==> src/rtl/sbus_ctl_pkg.sv <==
package sbus_ctl_pkg;
  localparam int BIT_EN  = 7;
  localparam int BIT_MRQ = 5;
  localparam int BIT_BC  = 4;
  localparam int BIT_TX  = 3;
  localparam int BIT_RX  = 2;

  typedef struct packed {
    logic unit_en;
    logic mst_req;
    logic bcast;
    logic slv_tx;
    logic slv_rx;
  } ctl_t;

  function automatic ctl_t ctl_unpack(input logic [7:0] d);
    ctl_t c;
    c.unit_en = d[BIT_EN];
    c.mst_req = d[BIT_MRQ];
    c.bcast   = d[BIT_BC];
    c.slv_tx  = d[BIT_TX];
    c.slv_rx  = d[BIT_RX];
    return c;
  endfunction

  function automatic logic [7:0] ctl_pack(input ctl_t c);
    logic [7:0] d;
    d = '0;
    d[BIT_EN]  = c.unit_en;
    d[BIT_MRQ] = c.mst_req;
    d[BIT_BC]  = c.bcast;
    d[BIT_TX]  = c.slv_tx;
    d[BIT_RX]  = c.slv_rx;
    return d;
  endfunction
endpackage

==> src/rtl/sbus_wr_gate.sv <==
module sbus_wr_gate #(
  parameter int ADDR_W = 16,
  parameter logic [ADDR_W-1:0] REG_ADDR = 16'hFFB0
) (
  input  logic              clk_i,
  input  logic              rst_ni,
  input  logic [ADDR_W-1:0] addr_i,
  input  logic              we_i,
  input  logic              unit_en_i,
  input  logic              mst_req_i,
  input  logic              role_master_i,
  input  logic              comm_end_i,
  input  logic              frame_end_i,
  input  logic              arb_lost_i,
  output logic              wr_ok_o,
  output logic              wr_blk_o,
  output logic              lock_o
);
  logic hit, release_ev, lock_q;

  assign hit        = we_i && (addr_i == REG_ADDR);
  assign release_ev = comm_end_i | frame_end_i | arb_lost_i;
  // a release strobe in the write cycle lets the write through
  assign wr_blk_o   = hit && lock_q && unit_en_i && !release_ev;
  assign wr_ok_o    = hit && !wr_blk_o;
  assign lock_o     = lock_q;

  always_ff @(posedge clk_i or negedge rst_ni) begin
    if (!rst_ni)                        lock_q <= 1'b0;
    else if (!unit_en_i || release_ev)  lock_q <= 1'b0;
    else if (mst_req_i && role_master_i) lock_q <= 1'b1;
  end
endmodule

==> src/rtl/sbus_ctl_store.sv <==
module sbus_ctl_store
  import sbus_ctl_pkg::*;
(
  input  logic       clk_i,
  input  logic       rst_ni,
  input  logic       wr_ok_i,
  input  logic [7:0] wdata_i,
  input  logic       ack_phase_i,
  output ctl_t       ctl_o
);
  ctl_t ctl_q;
  logic unused_wbits;

  assign unused_wbits = ^{wdata_i[6], wdata_i[1:0]};

  always_ff @(posedge clk_i or negedge rst_ni) begin
    if (!rst_ni) begin
      ctl_q <= '0;
    end else begin
      if (wr_ok_i)     ctl_q <= ctl_unpack(wdata_i);
      // hardware clear overrides the written request bit
      if (ack_phase_i) ctl_q.mst_req <= 1'b0;
    end
  end

  assign ctl_o = ctl_q;
endmodule

==> src/rtl/sbus_rd_mux.sv <==
module sbus_rd_mux
  import sbus_ctl_pkg::*;
#(
  parameter int ADDR_W = 16,
  parameter logic [ADDR_W-1:0] REG_ADDR = 16'hFFB0
) (
  input  logic [ADDR_W-1:0] addr_i,
  input  ctl_t              ctl_i,
  output logic [7:0]        rdata_o
);
  assign rdata_o = (addr_i == REG_ADDR) ? ctl_pack(ctl_i) : 8'h00;
endmodule

==> src/rtl/sbus_ctl_reg.sv <==
module sbus_ctl_reg
  import sbus_ctl_pkg::*;
#(
  parameter int ADDR_W = 16,
  parameter logic [ADDR_W-1:0] REG_ADDR = 16'hFFB0
) (
  input  logic              clk_i,
  input  logic              rst_ni,
  input  logic [ADDR_W-1:0] addr_i,
  input  logic              we_i,
  input  logic [7:0]        wdata_i,
  output logic [7:0]        rdata_o,
  input  logic              comm_end_i,
  input  logic              frame_end_i,
  input  logic              arb_lost_i,
  input  logic              ack_phase_i,
  input  logic              role_master_i,
  output logic              unit_en_o,
  output logic              mst_req_o,
  output logic              bcast_o,
  output logic              slv_tx_en_o,
  output logic              slv_rx_en_o,
  output logic              wr_rej_o
);
  ctl_t ctl;
  logic wr_ok, wr_blk, lock;
  logic rej_q;

  sbus_wr_gate #(.ADDR_W(ADDR_W), .REG_ADDR(REG_ADDR)) u_gate (
    .clk_i, .rst_ni, .addr_i, .we_i,
    .unit_en_i(ctl.unit_en), .mst_req_i(ctl.mst_req),
    .role_master_i, .comm_end_i, .frame_end_i, .arb_lost_i,
    .wr_ok_o(wr_ok), .wr_blk_o(wr_blk), .lock_o(lock)
  );

  sbus_ctl_store u_store (
    .clk_i, .rst_ni, .wr_ok_i(wr_ok), .wdata_i, .ack_phase_i, .ctl_o(ctl)
  );

  sbus_rd_mux #(.ADDR_W(ADDR_W), .REG_ADDR(REG_ADDR)) u_rd (
    .addr_i, .ctl_i(ctl), .rdata_o
  );

  always_ff @(posedge clk_i or negedge rst_ni) begin
    if (!rst_ni) rej_q <= 1'b0;
    else         rej_q <= wr_blk;
  end

  assign unit_en_o   = ctl.unit_en;
  assign mst_req_o   = ctl.mst_req;
  assign bcast_o     = ctl.bcast;
  assign slv_tx_en_o = ctl.slv_tx;
  assign slv_rx_en_o = ctl.slv_rx;
  assign wr_rej_o    = rej_q;
endmodule

==> config.mk <==
export PLATFORM = sky130hd
export DESIGN_NAME = sbus_ctl_reg
export DESIGN_NICKNAME = d
export VERILOG_FILES = /design/src/rtl/sbus_ctl_pkg.sv /design/src/rtl/sbus_wr_gate.sv /design/src/rtl/sbus_ctl_store.sv /design/src/rtl/sbus_rd_mux.sv /design/src/rtl/sbus_ctl_reg.sv
export SDC_FILE = /design/constraint.sdc
export NUM_CORES = 1
export LEC_CHECK = 0
export BUFFER_PORTS_ARGS = -buffer_cell sky130_fd_sc_hd__buf_2
export CAP_MARGIN = 20
export CORE_AREA = 2 2 39 41
export CTS_BUF_LIST = sky130_fd_sc_hd__clkbuf_4
export DETAILED_ROUTE_END_ITERATION = 10
export DIE_AREA = 0 0 41 43
export PLACE_DENSITY = 0.77
export SLEW_MARGIN = 30
export SYNTH_ARGS = -nofsm -noshare
export SYNTH_HDL_FRONTEND = slang
export SYNTH_SLANG_ARGS = --single-unit
==> constraint.sdc <==
create_clock -name clk_i -period 2 [get_ports clk_i]
set_clock_uncertainty 0.15 [all_clocks]
set_input_delay 0.1 -clock clk_i [delete_from_list [all_inputs] [get_ports clk_i]]
set_output_delay 0.1 -clock clk_i [all_outputs]
set_load 0.01 [all_outputs]
Yosys cells after proc, flatten, opt, wreduce, memory -nomap -nowiden --
Index checks and enable logic that the tools add are counted.
Storage, ports and cells: output and inout port bits 14, word-level logic and storage cells 27, register bits after elaboration 7, input port bits 32
Cells by class: eq/ne operators 1, reductions and logical operators 12, mux-type cells 5, bitwise logic cells 2
Operators with widths (count):
- $eq A16 B16 Y1 const B | 1
- $mux W8 | 1
- $logic_and A1 B1 Y1 | 6
- $mux W4 | 1
- $reduce_bool A2 Y1 | 2
- $logic_not A1 Y1 | 3
- $mux W1 | 3
- $or A1 B1 Y1 | 2
- $logic_or A1 B1 Y1 | 1

Longest topological paths before layout --
Gate-level depths: netlist of run 1.
depth in word-level cells 9, gate-level depth with buffers 4, gate-level depth less buffers 4

By module --
From an unflattened synthesis of run 1, not the netlist that was laid out.
Second synthesis, totals: cells, all modules 39, area, all modules 485.5 sq um
Modules (own cells, without submodules):
- sbus_ctl_store | times used 1, cells each 11, area each 183.9 sq um
- sbus_rd_mux | times used 1, cells each 14, area each 148.9 sq um
- sbus_wr_gate | times used 1, cells each 13, area each 127.6 sq um
- sbus_ctl_reg | times used 1, cells each 1, area each 25.0 sq um

Worst setup path before layout of run 1 --
No wires, ideal clock.
path kind input to register, from input addr_i[2], to register u_store.ctl_q, in the netlist u_store.ctl_o[0], arrival time 1.361 ns, cell stages on the path 4, library setup time 0.128 ns, slack 0.362 ns, required time 1.722 ns, cell sequence or4b_4 nor4_4 nand3_4 mux2_1
On the way: cells in the longest elaborated chain, start to end 7
Ends and longest elaborated chain:
- start: declaration | RTL line sbus_ctl_reg.sv:9 | input logic [ADDR_W-1:0] addr_i,
- $eq A16 B16 Y1 (*) | RTL line sbus_wr_gate.sv:21 | assign hit = we_i && (addr_i == REG_ADDR);
- $logic_and A1 B1 Y1 (*) | RTL line sbus_wr_gate.sv:21
- $logic_and A1 B1 Y1 (3 in series) | RTL line sbus_wr_gate.sv:24 | assign wr_blk_o = hit && lock_q && unit_en_i && !release_ev;
- $logic_not A1 Y1 | RTL line sbus_wr_gate.sv:25 | assign wr_ok_o = hit && !wr_blk_o;
- $logic_and A1 B1 Y1 (*) | RTL line sbus_wr_gate.sv:25
- end signal: assignment | RTL line sbus_ctl_store.sv:20 | if (wr_ok_i) ctl_q <= ctl_unpack(wdata_i);
- end: declaration | RTL line sbus_ctl_store.sv:11 | ctl_t ctl_q;
Every way passes the cells marked *; elsewhere a longest branch is shown, timed or not. A chain may end at the register's enable or synchronous reset.

Worst setup path after layout of run 1 --
from register u_store.ctl_q, in the netlist u_store.ctl_o[4], to register u_gate.lock_q, in the netlist u_gate.lock_o
On the way: cells in the longest elaborated chain, start to end 3
Ends and longest elaborated chain:
- $logic_not A1 Y1 (*) | RTL line sbus_wr_gate.sv:30 | else if (!unit_en_i || release_ev) lock_q <= 1'b0;
- $logic_or A1 B1 Y1 (*) | RTL line sbus_wr_gate.sv:30
- $mux W1 / $reduce_bool A2 Y1 (equally long branches)
- end signal: assignment | RTL line sbus_wr_gate.sv:29 | if (!rst_ni) lock_q <= 1'b0;
- end signal: assignment | RTL line sbus_wr_gate.sv:30
- end signal: assignment | RTL line sbus_wr_gate.sv:31 | else if (mst_req_i && role_master_i) lock_q <= 1'b1;
- end: declaration | RTL line sbus_wr_gate.sv:19 | logic hit, release_ev, lock_q;
Marks and branches as above.

==> reports/metrics.yaml, run 1 <==
timing:
  final_hold_viol_count: 0
  slew_viol_final: 0
  post-route-period-util_pct: 86.8
  period_needed_ps: 1740
  fmax_ghz: 0.576
  finalSetupTns_ps: 0
  rsz0062_at_grt: "no"
  final-setup-viol-count: 0
detailed_routing:
  wire_per_inst_um: 10.6
  drcViolationCount: 0
  vias: 465
  vias_per_cell: 4.47
  dr.first_iter.drc_count: 2
  routed_wl_um: 1100
  ant_nets: 0
  drt-pass1-iter-count: 2
setup_path:
  crit_type: "reg -> reg"
  critPathCaptureType: "register"
  cp-start-kind: "register"
  required_ps: 2040
  rr_startpoint: "u_store.ctl_o[4]$_DFFE_PN0P_"
  crit_path_max_fanout: 4
  cp.arrival_ps: 1770
  worst_path_max_delay_cell: "dlygate4sd3_1"
  cp_slowest_stage_delay_ps: 550
  path_buf_inv: 1
  crit_path_cell_trace: "nor4b_1, nor2b_1, dlygate4sd3_1"
  crit_start: "u_store.ctl_o[4]$_DFFE_PN0P_"
  cp_top_family: "simple AND/OR/NAND/NOR gates"
clock_network:
  clock-root-buffer: "clkbuf_4"
  cts_tree: "done"
  cts.sinks: 7
  clock_latency_ps: 250
  clock_path_buffers: 2
  cts_resized: 0
  post_cts_buffers: 0
  cts_buffers: 3
  cts.clk_slew.worst_paths_ps: 50
  cts_max_level: 1
floorplanning:
  pin_count: 46
  coreArea_sq_um: 1380
  die_w_um: 41
  die_y_um: 43
  die_area_sq_um: 1760
  initial_utilization_pct: 31.0
  rows: 14
final_layout:
  num-nets-final: 121
  drive_gt1_share_pct: 55.7
  area_growth_pct: 81.0
  fillers: 132
  final_common_cell: "buf_2"
  layout_common_cells: "39 x buf_2, 11 x dlygate4sd3_1, 7 x dfrtp_1, 5 x and2_1"
  antenna_cells: 0
  final_area_sq_um: 777
yosys:
  syn_area_per_cell_sq_um: 12.6
  ys_warn_count: 0
  ys_seq_elements: 7
  ys_seq_area_share_pct: 40.8
  synthesis.area_sq_um: 429
  synth_cell_type_count: 18
  synth_cells: 34
hold_path:
  min_path_type: "in -> async"
grt:
  overflow: 0
  grt_pass1_vias: 467
  grt_max_degree: 8
  grt_pass1_wl_um: 1610
  gr-usage-all-layers_pct: 13.4
  antenna_found_initial: 0
power_and_ir_drop:
  seq_power_share_pct: 41.9
  max-vdd-ir-drop_mv: 0.327
  clockPowerShare_pct: 41.7
  netSwitchingPower_uw: 71.0
  power_density_nw_per_um2: 436
  cell_internal_pwr_uw: 268
  comb_power_share_pct: 16.5
  switching_share_pct: 21.0
  leakage_nw: 0.436
job:
  maxCapViolCount: 0
placement:
  gp_congestion: 0.635
  portBuffers: 39
  placed_area_sq_um: 637
outcome:
  status: "finished, final reports clean"
cell usage after synthesis:
master	number	area share, %
and4_1	1	2.0
mux2i_1	1	2.3
or4b_4	1	3.2
nand2_1	1	0.87
dfrtp_1	7	41
and2_1	5	7.3
nand4bb_2	1	3.8
nand2b_1	2	2.9
conb_1	1	0.87
a21oi_1	1	1.2
mux2_1	4	10
nor4_4	1	5.0
nand4_1	1	1.5
nand3_4	1	4.1
buf_4	3	5.2
nor2b_1	1	1.5
nand4_4	1	5.0
nor4b_1	1	2.0
power groups by stage:
stage | Clock (mW) | Combinational, mW | Sequential (mW)
floorplan | 0 | 0.0132 | 0.144
global placement | 0 | 0.0408 | 0.144
detailed placement | 0 | 0.0420 | 0.144
CTS | 0.146 | 0.0570 | 0.142
global route | 0.158 | 0.0623 | 0.142
finish | 0.141 | 0.0558 | 0.142
state kept, by name, summed over array words and instances (netlist names):
name	count
u_gate.lock_o	1
u_store.ctl_o	5
wr_rej_o	1
area by class of cell:
class                           count  area (sq um)  area share [%]
Multi-Input combinational cell     26           239            30.8
Sequential cell                     7           175            22.5
Timing Repair Buffer               51           313            40.3
Tap cell                           16          20.0            2.58
Clock buffer                        4          30.0            3.86
path summary, 6_finish.rpt:
path                                                endpoint  slack (ps)  cells past startpoint
worst max-delay path               u_gate.lock_o$_DFFE_PN0P_         260                      3
min in group clk_i                        wr_rej_o$_DFF_PN0_          60                      3
worst min register to register  u_store.ctl_o[0]$_DFFE_PN0P_         360                      1
worst max register to register     u_gate.lock_o$_DFFE_PN0P_         260                      3
worst min-delay path            u_store.ctl_o[4]$_DFFE_PN0P_          60                      2
max in group asynchronous       u_store.ctl_o[2]$_DFFE_PN0P_        1490                      2
per-layer routing:
layer / wire, um / GRT usage [%] / vias up
met5: 0 / 0 / -
met4: 0 / 6.00 / 0
li1: - / - / 225
met1: 390 / 13.6 / 205
met2: 526 / 24.7 / 35
met3: 181 / 1.57 / 0
stage by stage:
stage	hold WS [ps]	utilization [%]	worst slack (ps)	power (mW)	std cells
detailed placement	-207	46.0	252	0.186	89
global route	66.7	56.1	164	0.362	104
finish	58.7	56.1	264	0.339	104
global placement	-211	46.0	251	0.185	89
CTS	55.9	56.1	265	0.345	104
floorplan	-346	-	362	0.158	36
what timing repair did:
item | 4_1_cts | 5_1_grt
setup endpoints to repair | 0 | 0
endpoints found under the hold margin | 14 | 0
hold buffers | 11 | 0
cells by family (layout without fill, tap and decap cells):
group | Yosys count | in the layout | synth area share (%)
multiplexers | 5 | 5 | 12.8
AND/OR/NAND/NOR | 17 | 17 | 39.1
buffers and inverters | 3 | 55 | 5.25
AO/OA/AOI/OAI | 1 | 1 | 1.17
flip-flops | 7 | 7 | 40.8
other | 1 | 3 | 0.874
No activity file was read; power rests on OpenSTA's default activity.
==> run 2, diff against run 1 <==
--- a/config.mk
+++ b/config.mk
@@ -7,11 +7,11 @@
 export LEC_CHECK = 0
 export BUFFER_PORTS_ARGS = -buffer_cell sky130_fd_sc_hd__buf_2
 export CAP_MARGIN = 20
-export CORE_AREA = 2 2 39 41
-export CTS_BUF_LIST = sky130_fd_sc_hd__clkbuf_4
+export CORE_UTILIZATION = 32
+export CTS_BUF_LIST = sky130_fd_sc_hd__clkbuf_8 sky130_fd_sc_hd__clkbuf_16
+export CTS_CLUSTER_SIZE = 20
 export DETAILED_ROUTE_END_ITERATION = 10
-export DIE_AREA = 0 0 41 43
-export PLACE_DENSITY = 0.77
+export PLACE_DENSITY = 0.76
 export SLEW_MARGIN = 30
 export SYNTH_ARGS = -nofsm -noshare
 export SYNTH_HDL_FRONTEND = slang
==> run 2 against run 1 <==
  * Sequential power barely moved
  * Utilization rose by 8.7 points
  * Via count fell by 4.3%
  * Worst setup slack improved by 9.4 ps
  * Combinational power fell by 4.8%
  * Flip-flop and latch count did not move
  * Clock power rose by 39%
  * Critical path type unchanged
  * Largest power group is now clock
==> reports/metrics.yaml, run 2 (synthesis gave the netlist of run 1 again) <==
outcome:
  status: "finished, final reports clean"
detailed_routing:
  drcViolationCount: 0  # unchanged
  drt-pass1-iter-count: 1  # -1
  ant_nets: 0  # unchanged
  vias: 445  # -4.3%
  routed_wl_um: 1110  # +0.64%
  wire_per_inst_um: 11.2  # +5.7%
  dr.first_iter.drc_count: 0  # -2
  vias_per_cell: 4.49  # +0.53%
timing:
  final-setup-viol-count: 0  # unchanged
  finalSetupTns_ps: 0  # unchanged
  slew_viol_final: 0  # unchanged
  period_needed_ps: 1730  # -9.38 ps
  fmax_ghz: 0.579  # +0.54%
  rsz0062_at_grt: "no"
  post-route-period-util_pct: 86.3  # -0.47 points
  final_hold_viol_count: 0  # unchanged
power_and_ir_drop:
  leakage_nw: 0.429  # -1.6%
  clockPowerShare_pct: 50.0  # +8.3 points
  switching_share_pct: 21.0  # +0.037 points
  cell_internal_pwr_uw: 309  # +15%
  max-vdd-ir-drop_mv: 0.402  # +23%
  power_density_nw_per_um2: 515  # +18%
  netSwitchingPower_uw: 82.1  # +16%
  comb_power_share_pct: 13.6  # -2.9 points
  seq_power_share_pct: 36.4  # -5.5 points
  finalPower_uw: 391  # +15%
clock_network:
  cts.clk_slew.worst_paths_ps: 40  # about the same
  cts.sinks: 7  # unchanged
  clock_path_buffers: 2  # unchanged
  clock_latency_ps: 230  # -20 ps
  post_cts_buffers: 0  # unchanged
  cts_max_level: 1  # unchanged
  cts.hold.buffers_added: 8  # -3
  cts_buffers: 3  # unchanged
  cts_resized: 0  # unchanged
  clock-root-buffer: "clkbuf_8"
  cts_tree: "done"
floorplanning:
  die_area_sq_um: 1490  # -15%
  die_y_um: 38.6  # -10%
  pin_count: 46  # unchanged
  die_w_um: 38.6  # -5.8%
  rows: 12  # -2
  initial_utilization_pct: 36.6  # +5.6 points
  coreArea_sq_um: 1170  # -15%
grt:
  grt_max_degree: 8  # unchanged
  grt_pass1_vias: 434  # -7.1%
  grt_pass1_wl_um: 1700  # +6.0%
  grt_most_used_layer: "met2"
  grtUsageMet3_pct: 6.94  # +5.4 points
  antenna_found_initial: 0  # unchanged
  use_met2_pct: 34.2  # +9.5 points
  grt_use_met1_pct: 17.2  # +3.6 points
  gr-usage-all-layers_pct: 17.5  # +4.1 points
  overflow: 0  # unchanged
final_layout:
  largest_reg_flops: 5  # unchanged
  num-nets-final: 118  # -2.5%
  area_growth_pct: 77.0
  utilization_pct: 64.9  # +8.7 points
  layout_common_cells: "39 x buf_2, 8 x dlygate4sd3_1, 7 x dfrtp_1, 5 x and2_1, 4 x mux2_1"
  fillers: 97  # -27%
  layoutNonFillerInstCount: 99  # -4.8%
  antenna_cells: 0  # unchanged
  final_common_cell: "buf_2"
  drive_gt1_share_pct: 56.5  # +0.79 points
placement:
  placed_cells: 87  # -2.2%
  portBuffers: 39  # unchanged
  gp_congestion: 0.655  # +3.1%
setup_path:
  cp-start-kind: "register"
  critPathCaptureType: "register"
  crit_path_max_fanout: 5  # +1
  crit_type: "reg -> reg"
  required_ps: 1950  # -90 ps
  cp.arrival_ps: 1680  # -90 ps
hold_path:
  min_path_type: "in -> reg"
job:
  maxCapViolCount: 0  # unchanged
run 2: cell count changes in the layout (fill, tap and decap cells not counted):
cell / previous run / this run
dlygate4sd3_1: 11 / 8
clkbuf_4: 4 / 0
inv_1: 0 / 1
clkbuf_8: 0 / 3
run 2: final cells by class:
class | instances | area, sq um | share of cell area [%]
Timing Repair Buffer | 48 | 283 | 37.2
Tap cell | 14 | 17.5 | 2.31
Clock inverter | 1 | 3.75 | 0.494
Clock buffer | 3 | 41.3 | 5.44
Sequential cell | 7 | 175 | 23.1
Multi-Input combinational cell | 26 | 239 | 31.5
run 2: per-layer routing:
metal / wire (um) / vias to the layer above
met5: 0 / -
met3: 82 / 0
met2: 626 / 27
met1: 396 / 197
li1: - / 221
met4: 0 / 0
run 2: worst max-delay path, cell delays in order (launching register included):
cell	delay, ps
dfrtp_1	370
nor4b_1	420
nand2_1	170
nand3_4	150
mux2_1	340
run 2: worst paths after layout:
kind	startpoint	cells past startpoint	slack, ps	to
max reg2reg	u_store.ctl_o[4]$_DFFE_PN0P_	4	270	u_store.ctl_o[4]$_DFFE_PN0P_
min reg2reg	u_store.ctl_o[1]$_DFFE_PN0P_	1	350	u_store.ctl_o[1]$_DFFE_PN0P_
max	u_store.ctl_o[4]$_DFFE_PN0P_	4	270	u_store.ctl_o[4]$_DFFE_PN0P_
max in group asynchronous	rst_ni	2	1440	u_store.ctl_o[1]$_DFFE_PN0P_
min	role_master_i	3	20	u_gate.lock_o$_DFFE_PN0P_
min in group asynchronous	rst_ni	2	100	u_store.ctl_o[3]$_DFFE_PN0P_
run 2: metrics by stage:
step / worst slack, ps / area, sq um / hold slack, ps
after floorplan: 362 / 437 / -346
after global placement: 266 / 634 / -212
after detailed placement: 229 / 634 / -207
after CTS: 289 / 759 / 23.3
after global routing: 166 / 759 / 16.5
final: 274 / 759 / 22.4
run 2: power groups by stage:
| stage | logic (mW) | clock network [mW] | registers, mW |
|---|---|---|---|
| 2_1_floorplan | 0.0132 | 0 | 0.144 |
| 3_3_place_gp | 0.0395 | 0 | 0.144 |
| 3_5_place_dp | 0.0415 | 0 | 0.144 |
| 4_1_cts | 0.0534 | 0.199 | 0.142 |
| 5_1_grt | 0.0577 | 0.213 | 0.142 |
| 6_report | 0.0531 | 0.196 | 0.142 |
==> run 3, diff against run 2 <==
==> constraint.sdc (replaced) <==
create_clock -name clk_i -period 2 [get_ports clk_i]
set_clock_uncertainty 0.15 [all_clocks]
set_input_delay 0.4 -clock clk_i [delete_from_list [all_inputs] [get_ports clk_i]]
set_output_delay 0.4 -clock clk_i [all_outputs]
set_load 0.01 [all_outputs]
==> run 3 against run 2 <==
  * The run now ends with setup timing left
  * Flip-flop and latch count is the same
  * Count of clock-buffer cells in the layout is the same
  * First-iteration DRC count grew 1
  * Combinational power shrank 16%
  * Sequential share of layout area grew 1.1 points
  * Die area is the same
  * Worst hold slack gained 210 ps
  * Largest cell class unchanged
==> reports/metrics.yaml, run 3 (synthesis gave the netlist of run 1 again) <==
setup_path:
  cp_top_family: "simple AND/OR/NAND/NOR gates"
  critPathCaptureType: "output pin"
  required_ps: 1450  # -500 ps
  worst_path_max_delay_cell: "or4b_4"
  cp_slowest_stage_delay_ps: 540  # +120 ps
  crit_path_cell_trace: "buf_6, or4b_4, nor4_4, buf_4, and2_1, buf_2"
  crit_type: "in -> out"
  cp-start-kind: "input pin"
  path_buf_inv: 3  # +3
  crit_path_max_fanout: 6  # +1
  cp.arrival_ps: 1580  # -100 ps
  reg2reg_depth: 4  # unchanged
  cp_num_cells: 6  # +2
floorplanning:
  die_w_um: 38.6  # unchanged
  die_y_um: 38.6  # unchanged
  pin_count: 46  # unchanged
  coreArea_sq_um: 1170  # unchanged
  initial_utilization_pct: 36.6  # unchanged
  rows: 12  # unchanged
  die_area_sq_um: 1490  # unchanged
clock_network:
  cts_max_level: 1  # unchanged
  clock_path_buffers: 2  # unchanged
  cts_tree: "done"
  clock-root-buffer: "clkbuf_8"
  cts_buffers: 3  # unchanged
  cts.clk_slew.worst_paths_ps: 40  # about the same
  cts.sinks: 7  # unchanged
  clock_latency_ps: 230  # about the same
final_layout:
  antenna_cells: 0  # unchanged
  drive_gt1_share_pct: 63.7  # +7.3 points
  largest_reg_flops: 5  # unchanged
  final_area_sq_um: 726  # -4.4%
  fillers: 104  # +7.2%
  area_growth_pct: 69.1
  num-nets-final: 113  # -4.2%
  layout_common_cells: "36 x buf_2, 7 x dfrtp_1, 4 x and2_1, 4 x mux2_1"
  final_common_cell: "buf_2"
timing:
  rsz0062_at_grt: "yes"
  post-route-period-util_pct: 106  # +20 points
  slew_viol_final: 0  # unchanged
  final-setup-viol-count: 5  # +5
  fmax_ghz: 0.470  # -19%
  finalWorstSetupSlack_ps: -128  # -402 ps
  period_needed_ps: 2130  # +402 ps
  final_hold_viol_count: 0  # unchanged
grt:
  grt_pass1_wl_um: 1480  # -13%
  grt_pass1_vias: 410  # -5.5%
  grt_max_degree: 8  # unchanged
  overflow: 0  # unchanged
  gr-usage-all-layers_pct: 15.5  # -2.0 points
  antenna_found_initial: 0  # unchanged
detailed_routing:
  vias: 427  # -4.0%
  drcViolationCount: 0  # unchanged
  drt-pass1-iter-count: 4  # +3
  vias_per_cell: 4.54  # +1.1%
  highest_layer: "met4"
  dr.first_iter.drc_count: 1  # +1
  routed_wl_um: 957  # -13%
  dr_wl_met2_um: 481  # -23%
  wire_per_inst_um: 10.2  # -8.8%
  met3_length_um: 102  # +24%
  wl_met1_um: 360  # -9.1%
  ant_nets: 0  # unchanged
outcome:
  status: "complete, but fails checks"
  violations: "setup timing"
power_and_ir_drop:
  leakage_nw: 0.417  # -2.8%
  power_density_nw_per_um2: 529  # +2.7%
  max-vdd-ir-drop_mv: 0.415  # +3.4%
  finalPower_uw: 384  # -1.8%
hold_path:
  min_path_type: "in -> reg"
  min_path_cells: 2  # -1
placement:
  portBuffers: 39  # unchanged
  placed_area_sq_um: 642  # +1.2%
  gp_congestion: 0.634  # -3.1%
job:
  maxCapViolCount: 0  # unchanged
## run 3: routing by layer
| metal | up-vias | track usage (%) |
|---|---|---|
| li1 | 209 | - |
| met1 | 188 | 14.2 |
| met2 | 28 | 28.3 |
| met3 | 2 | 6.94 |
| met4 | 0 | 7.76 |
| met5 | - | 0 |
## run 3: worst paths after layout
kind | from | endpoint | slack (ps)
min reg2reg | u_store.ctl_o[2]$_DFFE_PN0P_ | u_store.ctl_o[2]$_DFFE_PN0P_ | 350
min | wdata_i[4] | u_store.ctl_o[2]$_DFFE_PN0P_ | 230
max | addr_i[0] | rdata_o[4] | -130
min in group asynchronous | rst_ni | u_store.ctl_o[4]$_DFFE_PN0P_ | 390
max in group asynchronous | rst_ni | u_store.ctl_o[0]$_DFFE_PN0P_ | 1160
max reg2reg | u_store.ctl_o[4]$_DFFE_PN0P_ | u_store.ctl_o[1]$_DFFE_PN0P_ | 350
## run 3: through the flow
stage | hold WS (ps) | std cells | setup TNS [ps] | utilization [%] | setup slack (ps)
2_1_floorplan | -45.6 | 36 | 0 | - | 27.0
6_report | 230 | 94 | -602 | 62.0 | -128
5_1_grt | 225 | 94 | -866 | 62.0 | -184
3_5_place_dp | 86.1 | 88 | -1200 | 54.8 | -170
3_3_place_gp | 87.9 | 88 | -1040 | 54.8 | -154
4_1_cts | 226 | 93 | -767 | 60.0 | -162
## run 3: timing repair
item,4_1_cts,5_1_grt
buffers inserted,0,1
pin swaps,3,0
resized for setup,1,3
hold buffers,1,0
endpoints found under the setup margin,5,5
hold endpoints to repair,7,0
## run 3: layout make-up
class	instances	area (sq um)	area share (%)
flip-flops and latches	7	175	24.1
repair buffers	43	246	34.0
clock inverters	1	3.75	0.517
clock buffers	3	41.3	5.69
well taps	14	17.5	2.41
multi-input cells	26	241	33.3
## run 3: worst register-to-register path: stages, from the launching register on
cell and delay (ps):
dfrtp_1 360, nor4b_1 390, nand2_1 160, nand3_4 140
mux2_1 330
## run 3: power breakdown
group	total, mW	internal, mW	switching (mW)	leakage [nW]
Sequential	0.142	0.142	0.0000176	0.0979
Combinational	0.0446	0.0272	0.0174	0.292
Clock	0.197	0.133	0.0639	0.0269
Total	0.384	0.302	0.0813	0.417
